**config.mk**
```make
export PLATFORM = sky130hd
export DESIGN_NAME = unaligned_read_seq
export DESIGN_NICKNAME = d
export VERILOG_FILES = /design/src/rtl/ur_pkg.sv /design/src/rtl/ur_ctrl.sv /design/src/rtl/ur_addr_gen.sv /design/src/rtl/ur_lane.sv /design/src/rtl/unaligned_read_seq.sv
export SDC_FILE = /design/constraint.sdc
export NUM_CORES = 1
export LEC_CHECK = 0
export ABC_CLOCK_PERIOD_IN_PS = 2250
export BUFFER_PORTS_ARGS = -buffer_cell sky130_fd_sc_hd__buf_2
export CAP_MARGIN = 20
export CORE_MARGIN = 1.5
export CORE_UTILIZATION = 49
export DETAILED_ROUTE_END_ITERATION = 6
export PLACE_DENSITY = 0.78
export RECOVER_POWER = 25
export SETUP_SLACK_MARGIN = 0.5
export SYNTH_ARGS = -nofsm -noshare
export SYNTH_HDL_FRONTEND = slang
export SYNTH_HIERARCHICAL = 1
export SYNTH_SLANG_ARGS = --single-unit
```
**constraint.sdc**
```tcl
create_clock -name clk -period 2.25 [get_ports clk]
set_input_delay 0.225 -clock clk [delete_from_list [all_inputs] [get_ports clk]]
set_output_delay 0.225 -clock clk [all_outputs]
set_load 0.02 [all_outputs]
```
**src/rtl/ur_pkg.sv**
```systemverilog
package ur_pkg;

    localparam int UR_ADDR_W = 20;
    localparam int UR_DATA_W = 16;

    typedef enum logic {
        SZ_BYTE = 1'b0,
        SZ_WORD = 1'b1
    } size_e;

    typedef enum logic [1:0] {
        ST_IDLE   = 2'd0,
        ST_FIRST  = 2'd1,
        ST_SECOND = 2'd2,
        ST_RESP   = 2'd3
    } state_e;

    // What kind of read is in flight: lane parity and access size.
    typedef struct packed {
        logic  odd;
        size_e size;
    } kind_t;

    function automatic logic needs_two(kind_t k);
        return k.odd && (k.size == SZ_WORD);
    endfunction

endpackage

```
**src/rtl/ur_ctrl.sv**
```systemverilog
module ur_ctrl
    import ur_pkg::*;
#(
    parameter int NACC_W = 2
) (
    input  logic              clk,
    input  logic              rst,
    input  logic              req_valid,
    input  kind_t             kind_in,
    output logic              req_ready,
    output logic              accept,
    output kind_t             kind_q,
    output logic              mem_req,
    output logic              second,
    output logic              capture,
    output logic              rsp_valid,
    output logic [NACC_W-1:0] rsp_nacc
);

    state_e            state_q, state_d;
    logic [NACC_W-1:0] nacc_q;

    assign req_ready = (state_q == ST_IDLE);
    assign accept    = req_valid && req_ready;
    assign mem_req   = (state_q == ST_FIRST) || (state_q == ST_SECOND);
    assign second    = (state_q == ST_SECOND);
    assign capture   = (state_q == ST_SECOND);
    assign rsp_valid = (state_q == ST_RESP);
    assign rsp_nacc  = nacc_q;

    always_comb begin
        state_d = state_q;
        unique case (state_q)
            ST_IDLE:   if (accept) state_d = ST_FIRST;
            ST_FIRST:  state_d = needs_two(kind_q) ? ST_SECOND : ST_RESP;
            ST_SECOND: state_d = ST_RESP;
            ST_RESP:   state_d = ST_IDLE;
            default:   state_d = ST_IDLE;
        endcase
    end

    always_ff @(posedge clk) begin
        if (rst) begin
            state_q <= ST_IDLE;
            kind_q  <= '{odd: 1'b0, size: SZ_BYTE};
            nacc_q  <= '0;
        end else begin
            state_q <= state_d;
            if (accept) begin
                kind_q <= kind_in;
                nacc_q <= '0;
            end else if (mem_req) begin
                nacc_q <= nacc_q + 1'b1;
            end
        end
    end

endmodule

```
**src/rtl/ur_addr_gen.sv**
```systemverilog
module ur_addr_gen #(
    parameter int ADDR_W = 20,
    localparam int WA_W  = ADDR_W - 1
) (
    input  logic              clk,
    input  logic              rst,
    input  logic              accept,
    input  logic [ADDR_W-1:0] req_addr,
    input  logic              second,
    output logic [WA_W-1:0]   mem_addr
);

    logic [WA_W-1:0] waddr_q;

    always_ff @(posedge clk) begin
        if (rst)         waddr_q <= '0;
        else if (accept) waddr_q <= req_addr[ADDR_W-1:1];
    end

    // The increment is modulo the word space, so the top word wraps to 0.
    assign mem_addr = second ? waddr_q + {{(WA_W-1){1'b0}}, 1'b1} : waddr_q;

endmodule

```
**src/rtl/ur_lane.sv**
```systemverilog
module ur_lane
    import ur_pkg::*;
#(
    parameter int DATA_W  = 16,
    localparam int LANE_W = DATA_W / 2
) (
    input  logic              clk,
    input  logic              rst,
    input  logic              capture,
    input  kind_t             kind,
    input  logic [DATA_W-1:0] mem_rdata,
    output logic [DATA_W-1:0] rsp_data
);

    logic [LANE_W-1:0] hold_q;
    logic [LANE_W-1:0] lo_lane, hi_lane;

    assign lo_lane = mem_rdata[LANE_W-1:0];
    assign hi_lane = mem_rdata[DATA_W-1:LANE_W];

    always_ff @(posedge clk) begin
        if (rst)          hold_q <= '0;
        else if (capture) hold_q <= hi_lane;
    end

    always_comb begin
        unique case ({kind.size, kind.odd})
            {SZ_BYTE, 1'b0}: rsp_data = {{LANE_W{1'b0}}, lo_lane};
            {SZ_BYTE, 1'b1}: rsp_data = {{LANE_W{1'b0}}, hi_lane};
            {SZ_WORD, 1'b0}: rsp_data = mem_rdata;
            default:         rsp_data = {lo_lane, hold_q};
        endcase
    end

endmodule

```
**src/rtl/unaligned_read_seq.sv**
```systemverilog
module unaligned_read_seq
    import ur_pkg::*;
#(
    parameter int ADDR_W  = UR_ADDR_W,
    parameter int DATA_W  = UR_DATA_W,
    localparam int WA_W   = ADDR_W - 1,
    localparam int NACC_W = 2
) (
    input  logic              clk,
    input  logic              rst,
    input  logic              req_valid,
    output logic              req_ready,
    input  logic [ADDR_W-1:0] req_addr,
    input  logic              req_size,
    output logic              rsp_valid,
    output logic [DATA_W-1:0] rsp_data,
    output logic [NACC_W-1:0] rsp_nacc,
    output logic              mem_req,
    output logic [WA_W-1:0]   mem_addr,
    input  logic [DATA_W-1:0] mem_rdata
);

    kind_t kind_in, kind_q;
    logic  accept, second, capture;

    assign kind_in = '{odd: req_addr[0], size: size_e'(req_size)};

    ur_ctrl #(.NACC_W(NACC_W)) i_ctrl (
        .clk       (clk),
        .rst       (rst),
        .req_valid (req_valid),
        .kind_in   (kind_in),
        .req_ready (req_ready),
        .accept    (accept),
        .kind_q    (kind_q),
        .mem_req   (mem_req),
        .second    (second),
        .capture   (capture),
        .rsp_valid (rsp_valid),
        .rsp_nacc  (rsp_nacc)
    );

    ur_addr_gen #(.ADDR_W(ADDR_W)) i_addr (
        .clk      (clk),
        .rst      (rst),
        .accept   (accept),
        .req_addr (req_addr),
        .second   (second),
        .mem_addr (mem_addr)
    );

    ur_lane #(.DATA_W(DATA_W)) i_lane (
        .clk       (clk),
        .rst       (rst),
        .capture   (capture),
        .kind      (kind_q),
        .mem_rdata (mem_rdata),
        .rsp_data  (rsp_data)
    );

endmodule

```
# Word-level counts from Yosys, hierarchy flattened
# Index checks and enable logic that the tools add are counted.
# op_classes
add_sub_neg,2
eq_ne,6
muxes,5
n_reduce_logical,6
# op_table
cell,n
16-bit case mux with 3 select lines,1
19-bit by 1-bit adder with 19-bit output (second input constant),1
19-bit 2-to-1 mux,1
2-bit case mux with 4 select lines,1
2-bit == test (second input constant),3
2-bit by 1-bit == test with 1-bit output (second input constant),2
2-bit logical NOT,2
2-bit by 1-bit adder with 2-bit output (second input constant),1
1-bit logical AND,2
2-bit 2-to-1 mux,1
2-bit != test (second input constant),1
2-bit OR reduction,1
1-bit logical OR,1
1-bit 2-to-1 mux,1
# word_totals
regBits,33
in_bits,40

# Longest topological paths before layout
# Gate-level depths: netlist of run 1.
# logic_depth
ltp_word,4
mapped_depth,8
ltp_nobuf,6

# Modules after synthesis
# Netlist of run 1, hierarchy kept.
# by_module_without_submodules
mod,n_inst,cells_each,area_each_um2,seq_area_each_um2
ur_addr_gen,1,107,1018.5,380.4
ur_lane,1,71,664.4,160.2
ur_ctrl,1,34,327.8,120.1

# Least setup slack after synthesis of run 1
# OpenSTA, ideal clock, no wires.
# synth_timing
path_kind,register to register
from,register i_ctrl.state_q[0]
to,register i_addr.waddr_q[0]
setup_time_ns,0.128
arrival_time_ns,1.803
required_time_ns,2.122
slack_ns,0.319
path_stages_with_launch,9
n_path_buf,2
period_less_slack_ns,1.931
cell_sequence,dfxtp_1 inv_1 ha_1 nand2_1 inv_1 buf_2 buf_2 mux2i_1 nor2_1
# synth_via
elab_chain_len,2
# synth_rtl
item,line_no,source
from (decl),ur_ctrl.sv:20,"state_e state_q, state_d;"
from (signal assigned),ur_ctrl.sv:48,state_q <= state_d;
2-bit logical NOT,ur_ctrl.sv:23,assign req_ready = (state_q == ST_IDLE);
via req_ready,unaligned_read_seq.sv:12,"output logic req_ready,"
1-bit logical AND,ur_ctrl.sv:24,assign accept = req_valid && req_ready;
via accept,unaligned_read_seq.sv:24,"logic accept, second, capture;"
to (signal assigned),ur_addr_gen.sv:17,else if (accept) waddr_q <= req_addr[ADDR_W-1:1];
to (decl),ur_addr_gen.sv:13,logic [WA_W-1:0] waddr_q;
# The timed path passes the listed nets, and every way through them passes these cells.
# A chain may end at the register's enable or synchronous reset.

# Final worst setup path of run 1
# layout_timing
from,register i_ctrl.state_q[0]
to,output port mem_addr[9]
# layout_via
elab_chain_len,2
# layout_rtl
item,line_no,source
2-bit == test,-,
via capture,unaligned_read_seq.sv:24,
19-bit 2-to-1 mux,ur_addr_gen.sv:21,"assign mem_addr = second ? waddr_q + {{(WA_W-1){1'b0}}, 1'b1} : waddr_q;"
to (decl),unaligned_read_seq.sv:19,"output logic [WA_W-1:0] mem_addr,"
# The timed path passes the listed nets, and every way through them passes these cells.

==> results of run 1 <==
==> cell type report <==
cell class              instances  area (um^2)
clock buffers                   7         96.3
flip-flops and latches         33          681
fillers                       323         1240
clock inverters                 1         5.00
multi-input cells             164         1320
repair buffers                 92          556
inverters                       3         11.3
well taps                      50         62.6
==> state kept, by name, indices dropped and copies added, names as in the netlist <==
name and flops:
i_addr/waddr_q 19, i_lane/hold_q 8, i_ctrl/kind_q 2, i_ctrl/rsp_nacc 2
i_ctrl/state_q 2
==> logic make-up after synthesis <==
logic type                 Yosys count  synth area share
muxes                               45             0.225
DFF                                 33             0.329
and+or+nand+nor                     80             0.208
buffers and inverters               15            0.0647
adders and majority gates            6            0.0373
AOI/OAI and AO/OA                   13            0.0498
xor gates and xnor gates            20            0.0871
==> through the flow <==
stage	hold WS, ns	cell area [um^2]
after floorplan	0.290	2080
after global placement	0.456	2440
after detailed placement	0.465	2440
after CTS	0.165	2640
after global routing	0.173	2730
final	0.164	2730
==> final timing paths <==
path / from / to / slack [ns] / cells past startpoint
setup / recovery: i_ctrl/state_q[0]$_SDFFE_PP0P_ / mem_addr[9] / 0.24 / 7
hold / removal: req_addr[11] / i_addr/waddr_q[10]$_SDFFE_PP0P_ / 0.16 / 3
setup reg to reg: i_ctrl/state_q[0]$_SDFFE_PP0P_ / i_addr/waddr_q[18]$_SDFFE_PP0P_ / 0.35 / 9
hold reg to reg: i_lane/hold_q[4]$_SDFFE_PP0P_ / i_lane/hold_q[4]$_SDFFE_PP0P_ / 0.49 / 2
==> repair_timing <==
item,CTS,global route
gates resized for setup,18,24
pin swaps,7,6
hold buffers,0,0
setup buffers,6,3
endpoints found under the setup margin,26,29
gates cloned,0,1
==> cells in the final DEF, fill, tap and decap left out, types with 3 or more instances in the layout <==
cell / n
dfxtp_4: 3
buf_6: 5
xnor2_1: 12
nand4_1: 3
mux2i_1: 44
a21oi_2: 4
nand3_1: 3
nor2_1: 35
dfxtp_2: 7
clkbuf_8: 7
clkbuf_1: 5
ha_1: 4
nor2b_1: 9
inv_1: 3
dfxtp_1: 23
nand2_1: 11
a21oi_1: 6
xor2_1: 3
buf_4: 14
buf_2: 66
==> critical path: stages (launching register included) <==
cell and delay [ns]:
dfxtp_1 0.31, inv_1 0.12, ha_4 0.19, nand3_4 0.09
nor3_4 0.23, and3_4 0.27, xor2_4 0.15, buf_6 0.13
==> metal layers <==
| layer | vias to the layer above | GRT usage | part of all wire |
|---|---|---|---|
| met5 | - | 0 | 0 |
| met4 | 0 | 0.0995 | 0.013 |
| met3 | 6 | 0.0439 | 0.058 |
| met2 | 52 | 0.364 | 0.52 |
| met1 | 812 | 0.219 | 0.41 |
| li1 | 893 | - | - |
==> cells in the mapped netlist, drive strengths merged <==
cell type and number:
inv 3, dfxtp 33, mux2 1, a21oi 10, and3 3, buf 10
nand2 14, and4 3, nor2b 9, xnor2 14, mux2i 44, xor2 6
nand4 3, nand3 6, a2111oi 1, ha 6, nor2 38, a211oi 1
o21bai 1, clkbuf 2, nor3 4
==> power breakdown <==
part           leakage (nW)  internal (mW)  switching (mW)
Combinational         0.913          0.508           0.600
Clock                0.0542          0.276           0.217
Sequential            0.275          0.706           0.136
Total                  1.24           1.49           0.953
==> summary.txt, run 1 <==
Finish
  – Fin nets: about 350
  – Area growth syn-to-layout: 35.8%
  – Layout cells sized above 1: 0.437
  – Non-Filler Instances: 350
  – Inserted Diodes: 0
  – Final core area utilization: 0.687

Detailed routing
  – Residual DRC count: 0
  – Drt pass-1 iters: 4
  – WL final: approximately 4.7 mm
  – Vias/cell: 5.04
  – Drt initial violations: 42
  – Per-cell routed wire length: ~13 um
  – Via Count: 1763
  – Post-DRT Antenna Nets: 0

Clock network
  – Num CTS Buffers: 5
  – CTS root buffer: clkbuf_8
  – CTS Sinks: 33
  – CTS tree: yes
  – CTS H-Tree Depth: 2
  – Clock transition at path regs: ~0.07 ns
  – Worst skew pair latency: 0.29 ns
  – Maximum clock path buffer count: 2

STA
  – Peak Freq: ~500 MHz
  – Clk_skew: roughly 0.0055 ns
  – RSZ-0062 raised after global routing: yes
  – Final setup TNS: 0 ns
  – Slew @ Worst Pin: 0.643 ns
  – Worst setup margin: roughly 0.24 ns
  – Final Max Slew Viols: 0
  – Setup violators final: 0
  – Fin. Hold Viols: 0
  – Shortest period the worst path allows: about 2.0 ns
  – Headroom to the max-slew limit: 0.572
  – Period Utilization, post-route: 0.893

Synth
  – Post-synth top area share: 0.329
  – Cell taking the most area after synthesis: dfxtp_1
  – Number of synthesis warnings: 6
  – #FFs+latches synth: 33
  – Syn nets: roughly 260
  – Mapped Area: 0.00201 mm^2
  – Average size of a mapped cell: 9.48 um^2
  – Sequential fraction of the synthesis area: 0.329
  – Synth top area cells: dfxtp_1, mux2i_1, nor2_1
  – Synth cell types: 31
  – Post-synthesis cell count: 212

Hold path
  – Worst hold path type: in -> reg

GRT
  – Global-route wire length before repair: about 6.8 mm
  – GRT overflow: 0
  – Vias in the first global route: around 1600
  – Largest net degree at the start of global routing: 34
  – Initial antenna violation count: 0
  – GRT Total Usage: 0.201

Floorplan
  – Num ports: 80
  – Rows: 23
  – Core area: 0.00397 mm^2
  – Die width: approximately 67 um
  – Initial Util: 0.506
  – DIE AREA: 0.00450 mm^2
  – Die Y-Extent: around 67 um

Place
  – Final Wtd Congestion: ~0.73
  – HPWL after DPL: about 3.0 mm
  – Pre-CTS setup slack: 0.416 ns
  – Placed cells: approximately 330
  – IO Port Bufs: 79

Power and ir drop
  – Pwr per Cell Area: 895 mW/mm^2
  – Leakage: approximately 1.2 nW
  – Max rail drop VDD: between 0.4 and 0.5 mV
  – Total power: about 2.4 mW

Run status
  – Status: finished clean

Worst setup path
  – Worst-path maximum fanout: 5
  – Worst Setup End Kind: output pin
  – Crit Path Class: reg -> out
  – Required time of the critical path: about 2.0 ns
  – WP data arrival: around 1.8 ns
  – CP startpoint kind: flop

Flow run
  – Max cap viols: 0
Power figures use the tool's default switching activity.
==> run 2, diff against run 1 <==
--- a/config.mk
+++ b/config.mk
@@ -8,10 +8,12 @@
 export ABC_CLOCK_PERIOD_IN_PS = 2250
 export BUFFER_PORTS_ARGS = -buffer_cell sky130_fd_sc_hd__buf_2
 export CAP_MARGIN = 20
+export CORE_ASPECT_RATIO = 1.5
 export CORE_MARGIN = 1.5
-export CORE_UTILIZATION = 49
+export CORE_UTILIZATION = 35
+export CTS_CLUSTER_SIZE = 24
 export DETAILED_ROUTE_END_ITERATION = 6
-export PLACE_DENSITY = 0.78
+export PLACE_DENSITY = 0.58
 export RECOVER_POWER = 25
 export SETUP_SLACK_MARGIN = 0.5
 export SYNTH_ARGS = -nofsm -noshare
==> summary.txt, run 2 (synthesis results as in run 1) <==
Worst setup path
  – WP data arrival: about 1.8 ns
  – Worst-path maximum fanout: 6
  – CP startpoint kind: flop
  – CP max-delay cell: dfxtp_1
  – Cell repeated most along the worst path: buf_4
  – Crit Path Class: reg -> out
  – Slowest stage delay, CP: around 0.31 ns
  – Required time of the critical path: approximately 2.0 ns
  – Worst Setup End Kind: output pin
  – Crit path cell chain: inv_1, ha_4, nand3_4, nor3_4, buf_4, nand3_2, xnor2_2, buf_4
  – R2R cell count: 8

Clock network
  – CTS root buffer: clkbuf_8
  – CTS H-Tree Depth: 2
  – Clock transition at path regs: 0.07 ns
  – CTS tree: yes
  – Maximum clock path buffer count: 2
  – CTS Sinks: 33
  – Worst skew pair latency: about 0.28 ns
  – Num CTS Buffers: 5

GRT
  – Global-route wire length before repair: approximately 7.3 mm
  – Vias in the first global route: 1593
  – Largest net degree at the start of global routing: 34
  – GRT Total Usage: 0.151
  – Initial antenna violation count: 0
  – GRT overflow: 0

Detailed routing
  – Residual DRC count: 0
  – Post-DRT Antenna Nets: 0
  – Vias/cell: around 4.7
  – Drt initial violations: 37
  – Via Count: roughly 1800
  – Per-cell routed wire length: 12.2 um
  – Drt pass-1 iters: 4
  – WL final: 4.63 mm

STA
  – Shortest period the worst path allows: a little over 2 ns
  – Headroom to the max-slew limit: 0.564
  – Final Max Slew Viols: 0
  – Slew @ Worst Pin: approximately 0.65 ns
  – Fin. Hold Viols: 0
  – Peak Freq: about 490 MHz
  – Final setup TNS: 0 ns
  – Clk_skew: about 0.0060 ns
  – Period Utilization, post-route: 0.902
  – RSZ-0062 raised after global routing: yes
  – Setup violators final: 0

Place
  – HPWL after DPL: between 3 and 4 mm
  – Final Wtd Congestion: 0.734
  – IO Port Bufs: just under 80

Floorplan
  – DIE AREA: 0.00622 mm^2
  – Initial Util: 0.366
  – Rows: 33
  – Die width: between 60 and 70 um
  – Num ports: 80
  – Die Y-Extent: 95.8 um
  – Core area: approximately 0.0055 mm^2

Run status
  – Status: finished clean

Finish
  – Most frequent cells in the layout: buf_2, mux2i_1, nor2_1
  – Max reg flops: 19
  – Reg with most FFs: i_addr/waddr_q
  – Layout cells sized above 1: 0.471
  – Inserted Diodes: 0
  – Fin nets: 353
  – Commonest non-fill, non-tap cell in the layout: buf_2
  – Biggest regs: i_addr/waddr_q x19, i_lane/hold_q x8
  – Area growth syn-to-layout: 42.5%

Power and ir drop
  – Max rail drop VDD: between 0.6 and 0.7 mV
  – Pwr per Cell Area: between 800 and 900 mW/mm^2
  – Leakage: between 1 and 1.5 nW
  – Total power: 2.54 mW

Hold path
  – Worst hold path type: in -> reg
  – Cells on Worst Hold Path: 3

Flow run
  – Max cap viols: 0
==> run 2: cell count changes in the layout (fill, tap and decap cells not counted), sizes merged <==
cell	delta
buf	+9
bufinv	+1
clkbuf	-1
clkinv	-1
==> run 2: final cells by class <==
| type | count | area (um^2) |
|---|---|---|
| clock buffer | 7 | 86.3 |
| clock inverter | 1 | 30.0 |
| fill | 528 | 2630 |
| inverter | 3 | 11.3 |
| multi-input combinational | 164 | 1360 |
| sequential | 33 | 682 |
| tap | 70 | 87.6 |
| timing repair buffer | 100 | 608 |
==> run 2: critical path: cells and delay by family (launching register included) <==
kind | cells | cell delay, ns
AND/OR/NAND/NOR | 3 | 0.45
buffers and inverters | 3 | 0.44
flip-flops | 1 | 0.31
adder cells (fa/ha/maj) | 1 | 0.18
XOR/XNOR | 1 | 0.14
==> run 2: routing by layer <==
metal	part of all wire	global-route usage	up-vias
met4	0.012	0.0532	0
met2	0.48	0.277	64
met5	0	0	-
met1	0.43	0.166	793
li1	-	-	905
met3	0.068	0.0409	7
==> run 2: power breakdown <==
| part | internal, mW | switching (mW) |
|---|---|---|
| Clock | 0.361 | 0.216 |
| Sequential | 0.707 | 0.110 |
| Combinational | 0.529 | 0.615 |
==> run 2: path summary, 6_finish.rpt <==
path                                                startpoint                             end  slack, ns
worst min register to register   i_ctrl/kind_q[1]$_SDFFE_PP0P_   i_ctrl/kind_q[1]$_SDFFE_PP0P_       0.48
worst min-delay path                               req_addr[3]  i_addr/waddr_q[2]$_SDFFE_PP0P_       0.17
worst max-delay path            i_ctrl/state_q[0]$_SDFFE_PP0P_                    mem_addr[15]       0.22
worst max register to register  i_ctrl/state_q[1]$_SDFFE_PP0P_  i_addr/waddr_q[7]$_SDFFE_PP0P_       0.58
==> run 2: what timing repair did <==
item | CTS | global route
endpoints found under the hold margin | 0 | 0
pin swaps | 6 | 12
hold buffers | 0 | 0
setup buffers | 9 | 8
resized for setup | 22 | 30
cloned | 0 | 0
setup endpoints to repair | 16 | 34
==> run 2: per-stage QoR <==
step / instance area [um^2] / setup WS (ns) / util / cells / hold slack [ns]
after floorplan: 2080 / 0.495 / - / 212 / 0.290
after global placement: 2480 / 0.428 / 0.452 / 353 / 0.459
after detailed placement: 2480 / 0.417 / 0.452 / 353 / 0.463
after CTS: 2720 / 0.257 / 0.496 / 370 / 0.169
after global routing: 2870 / 0.0822 / 0.522 / 378 / 0.174
final: 2870 / 0.221 / 0.522 / 378 / 0.173
==> run 3, diff against run 2 <==
--- a/config.mk
+++ b/config.mk
@@ -13,7 +13,7 @@
 export CORE_UTILIZATION = 35
 export CTS_CLUSTER_SIZE = 24
 export DETAILED_ROUTE_END_ITERATION = 6
-export PLACE_DENSITY = 0.58
+export PLACE_DENSITY = 0.6
 export RECOVER_POWER = 25
 export SETUP_SLACK_MARGIN = 0.5
 export SYNTH_ARGS = -nofsm -noshare
==> summary.txt, run 3 (synthesis results as in run 1) <==
Worst setup path
  – R2R Path Start: i_ctrl/state_q[0]$_SDFFE_PP0P_
  – WP data arrival: roughly 1.8 ns
  – CP max-delay cell: dfxtp_1
  – Slowest stage delay, CP: 0.32 ns
  – Required time of the critical path: slightly above 2 ns
  – Worst Setup End Kind: output pin
  – CP top delay family: simple AND/OR/NAND/NOR gates
  – Critical path depth in cells: 7
  – Worst-path maximum fanout: 6
  – Crit Path Class: reg -> out
  – R2R Setup Slk: approximately 0.31 ns
  – WP buf/inv: 2
  – CP startpoint kind: flop
  – R2R cell count: 7
  – Crit path cell chain: inv_1, ha_4, nand3_4, nor3_4, and3_4, xor2_4, buf_6
  – R2r endpoint: i_lane/hold_q[2]$_SDFFE_PP0P_

Power and ir drop
  – Leakage: approximately 1.3 nW
  – Max rail drop VDD: between 0.4 and 0.5 mV
  – Pwr per Cell Area: 870 mW/mm^2

Place
  – Final Wtd Congestion: 0.715
  – Placed cell areas: about 0.0025 mm^2
  – Placed cells: 354
  – IO Port Bufs: between 70 and 80
  – HPWL after DPL: 3.22 mm

Hold path
  – Worst hold path type: in -> reg
  – Hold Path End: i_addr/waddr_q[3]$_SDFFE_PP0P_
  – Hold path startpoint: req_addr[4]
  – Cells on Worst Hold Path: 3

Detailed routing
  – WL final: roughly 4.6 mm
  – Via Count: 1772
  – Post-DRT Antenna Nets: 0
  – Drt pass-1 iters: 4
  – Met1 WL: 1.97 mm
  – Residual DRC count: 0
  – Drt initial violations: 36
  – Highest routed layer: met4
  – Met2 Wirelength: between 2 and 2.5 mm
  – Vias/cell: about 4.7
  – Met3 WL: between 300 and 400 um
  – Per-cell routed wire length: ~12 um

STA
  – Clk_skew: about 0.0066 ns
  – RSZ-0062 raised after global routing: yes
  – Headroom to the max-slew limit: 0.568
  – Slew @ Worst Pin: between 0.6 and 0.7 ns
  – Setup violators final: 0
  – Period Utilization, post-route: 0.897
  – Peak Freq: between 400 and 500 MHz
  – Shortest period the worst path allows: between 2 and 2.5 ns
  – Final setup TNS: 0 ns
  – Final Max Slew Viols: 0
  – Fin. Hold Viols: 0

Floorplan
  – Die width: roughly 65 um
  – Initial Util: 0.366
  – Core area: ~0.0055 mm^2
  – Rows: 33
  – DIE AREA: 0.00622 mm^2
  – Die Y-Extent: between 90 and 100 um
  – Num ports: 80

Clock network
  – CTS tree: yes
  – Worst skew pair latency: approximately 0.28 ns
  – CTS H-Tree Depth: 2
  – CTS Sinks: 33
  – Clock transition at path regs: approximately 0.070 ns
  – CTS root buffer: clkbuf_8
  – Maximum clock path buffer count: 2
  – Num CTS Buffers: 5

Finish
  – Reg with most FFs: i_addr/waddr_q
  – Layout cells sized above 1: 0.426
  – Max reg flops: 19
  – Area growth syn-to-layout: 36.1%
  – Most frequent cells in the layout: buf_2, mux2i_1, nor2_1
  – Non-Filler Instances: about 380
  – Fin nets: 350
  – Commonest non-fill, non-tap cell in the layout: buf_2
  – Biggest regs: i_addr/waddr_q x19, i_lane/hold_q x8
  – Post-route cell area: roughly 0.0027 mm^2
  – Inserted Diodes: 0

GRT
  – GRT Total Usage: 0.147
  – GRT overflow: 0
  – Largest net degree at the start of global routing: 34
  – Initial antenna violation count: 0
  – Global-route wire length before repair: between 7 and 8 mm
  – Vias in the first global route: 1635

Run status
  – Status: finished clean

Flow run
  – Max cap viols: 0
run 3: final cells by class:
cell class / instances / area [um^2]
Clock buffer: 6 / 72.6
Clock inverter: 2 / 10.0
Fill cell: 545 / 2760
Inverter: 3 / 11.3
Multi-Input combinational cell: 164 / 1330
Sequential cell: 33 / 677
Tap cell: 70 / 87.6
Timing Repair Buffer: 97 / 549
run 3: routing by layer:
layer / up-vias / GRT usage
li1: 899 / -
met1: 804 / 0.162
met2: 64 / 0.271
met3: 5 / 0.0351
met4: 0 / 0.0550
met5: - / 0
run 3: through the flow:
stage / worst slack (ns) / util / hold slack, ns / power [mW]
after detailed placement: 0.428 / 0.451 / 0.466 / 1.88
after global placement: 0.434 / 0.451 / 0.458 / 1.87
after CTS: 0.264 / 0.488 / 0.163 / 2.40
after floorplan: 0.495 / - / 0.290 / 1.66
after global routing: 0.159 / 0.498 / 0.166 / 2.53
final: 0.233 / 0.498 / 0.172 / 2.38
run 3: report_power, final:
part / switching, mW / internal (mW) / leakage [nW]
Clock: 0.221 / 0.214 / 0.0450
Sequential: 0.116 / 0.705 / 0.274
Combinational: 0.620 / 0.505 / 0.935
Total: 0.956 / 1.42 / 1.25
run 3: worst reg2reg max path, stage by stage (launching register included):
cell and delay (ns):
dfxtp_1 0.32, inv_1 0.12, ha_4 0.19, clkbuf_1 0.10, clkbuf_1 0.24, clkbuf_1 0.51
mux2i_1 0.27, nor2_1 0.05
run 3: repair_timing:
| action | CTS | global route |
|---|---|---|
| resized for setup | 23 | 16 |
| buffers inserted | 7 | 6 |
| endpoints found under the setup margin | 18 | 16 |
| pin swaps | 7 | 10 |
| hold buffers | 0 | 0 |
run 3: worst max-delay path by stage:
stage	from	end
after floorplan	i_ctrl/state_q[0]$_SDFFE_PP0P_	i_addr/waddr_q[0]$_SDFFE_PP0P_
after global placement	i_ctrl/state_q[0]$_SDFFE_PP0P_	mem_addr[9]
after detailed placement	i_ctrl/state_q[0]$_SDFFE_PP0P_	mem_addr[9]
after CTS	i_ctrl/state_q[0]$_SDFFE_PP0P_	mem_addr[10]
after global routing	i_ctrl/state_q[0]$_SDFFE_PP0P_	mem_addr[9]
final	i_ctrl/state_q[0]$_SDFFE_PP0P_	mem_addr[9]
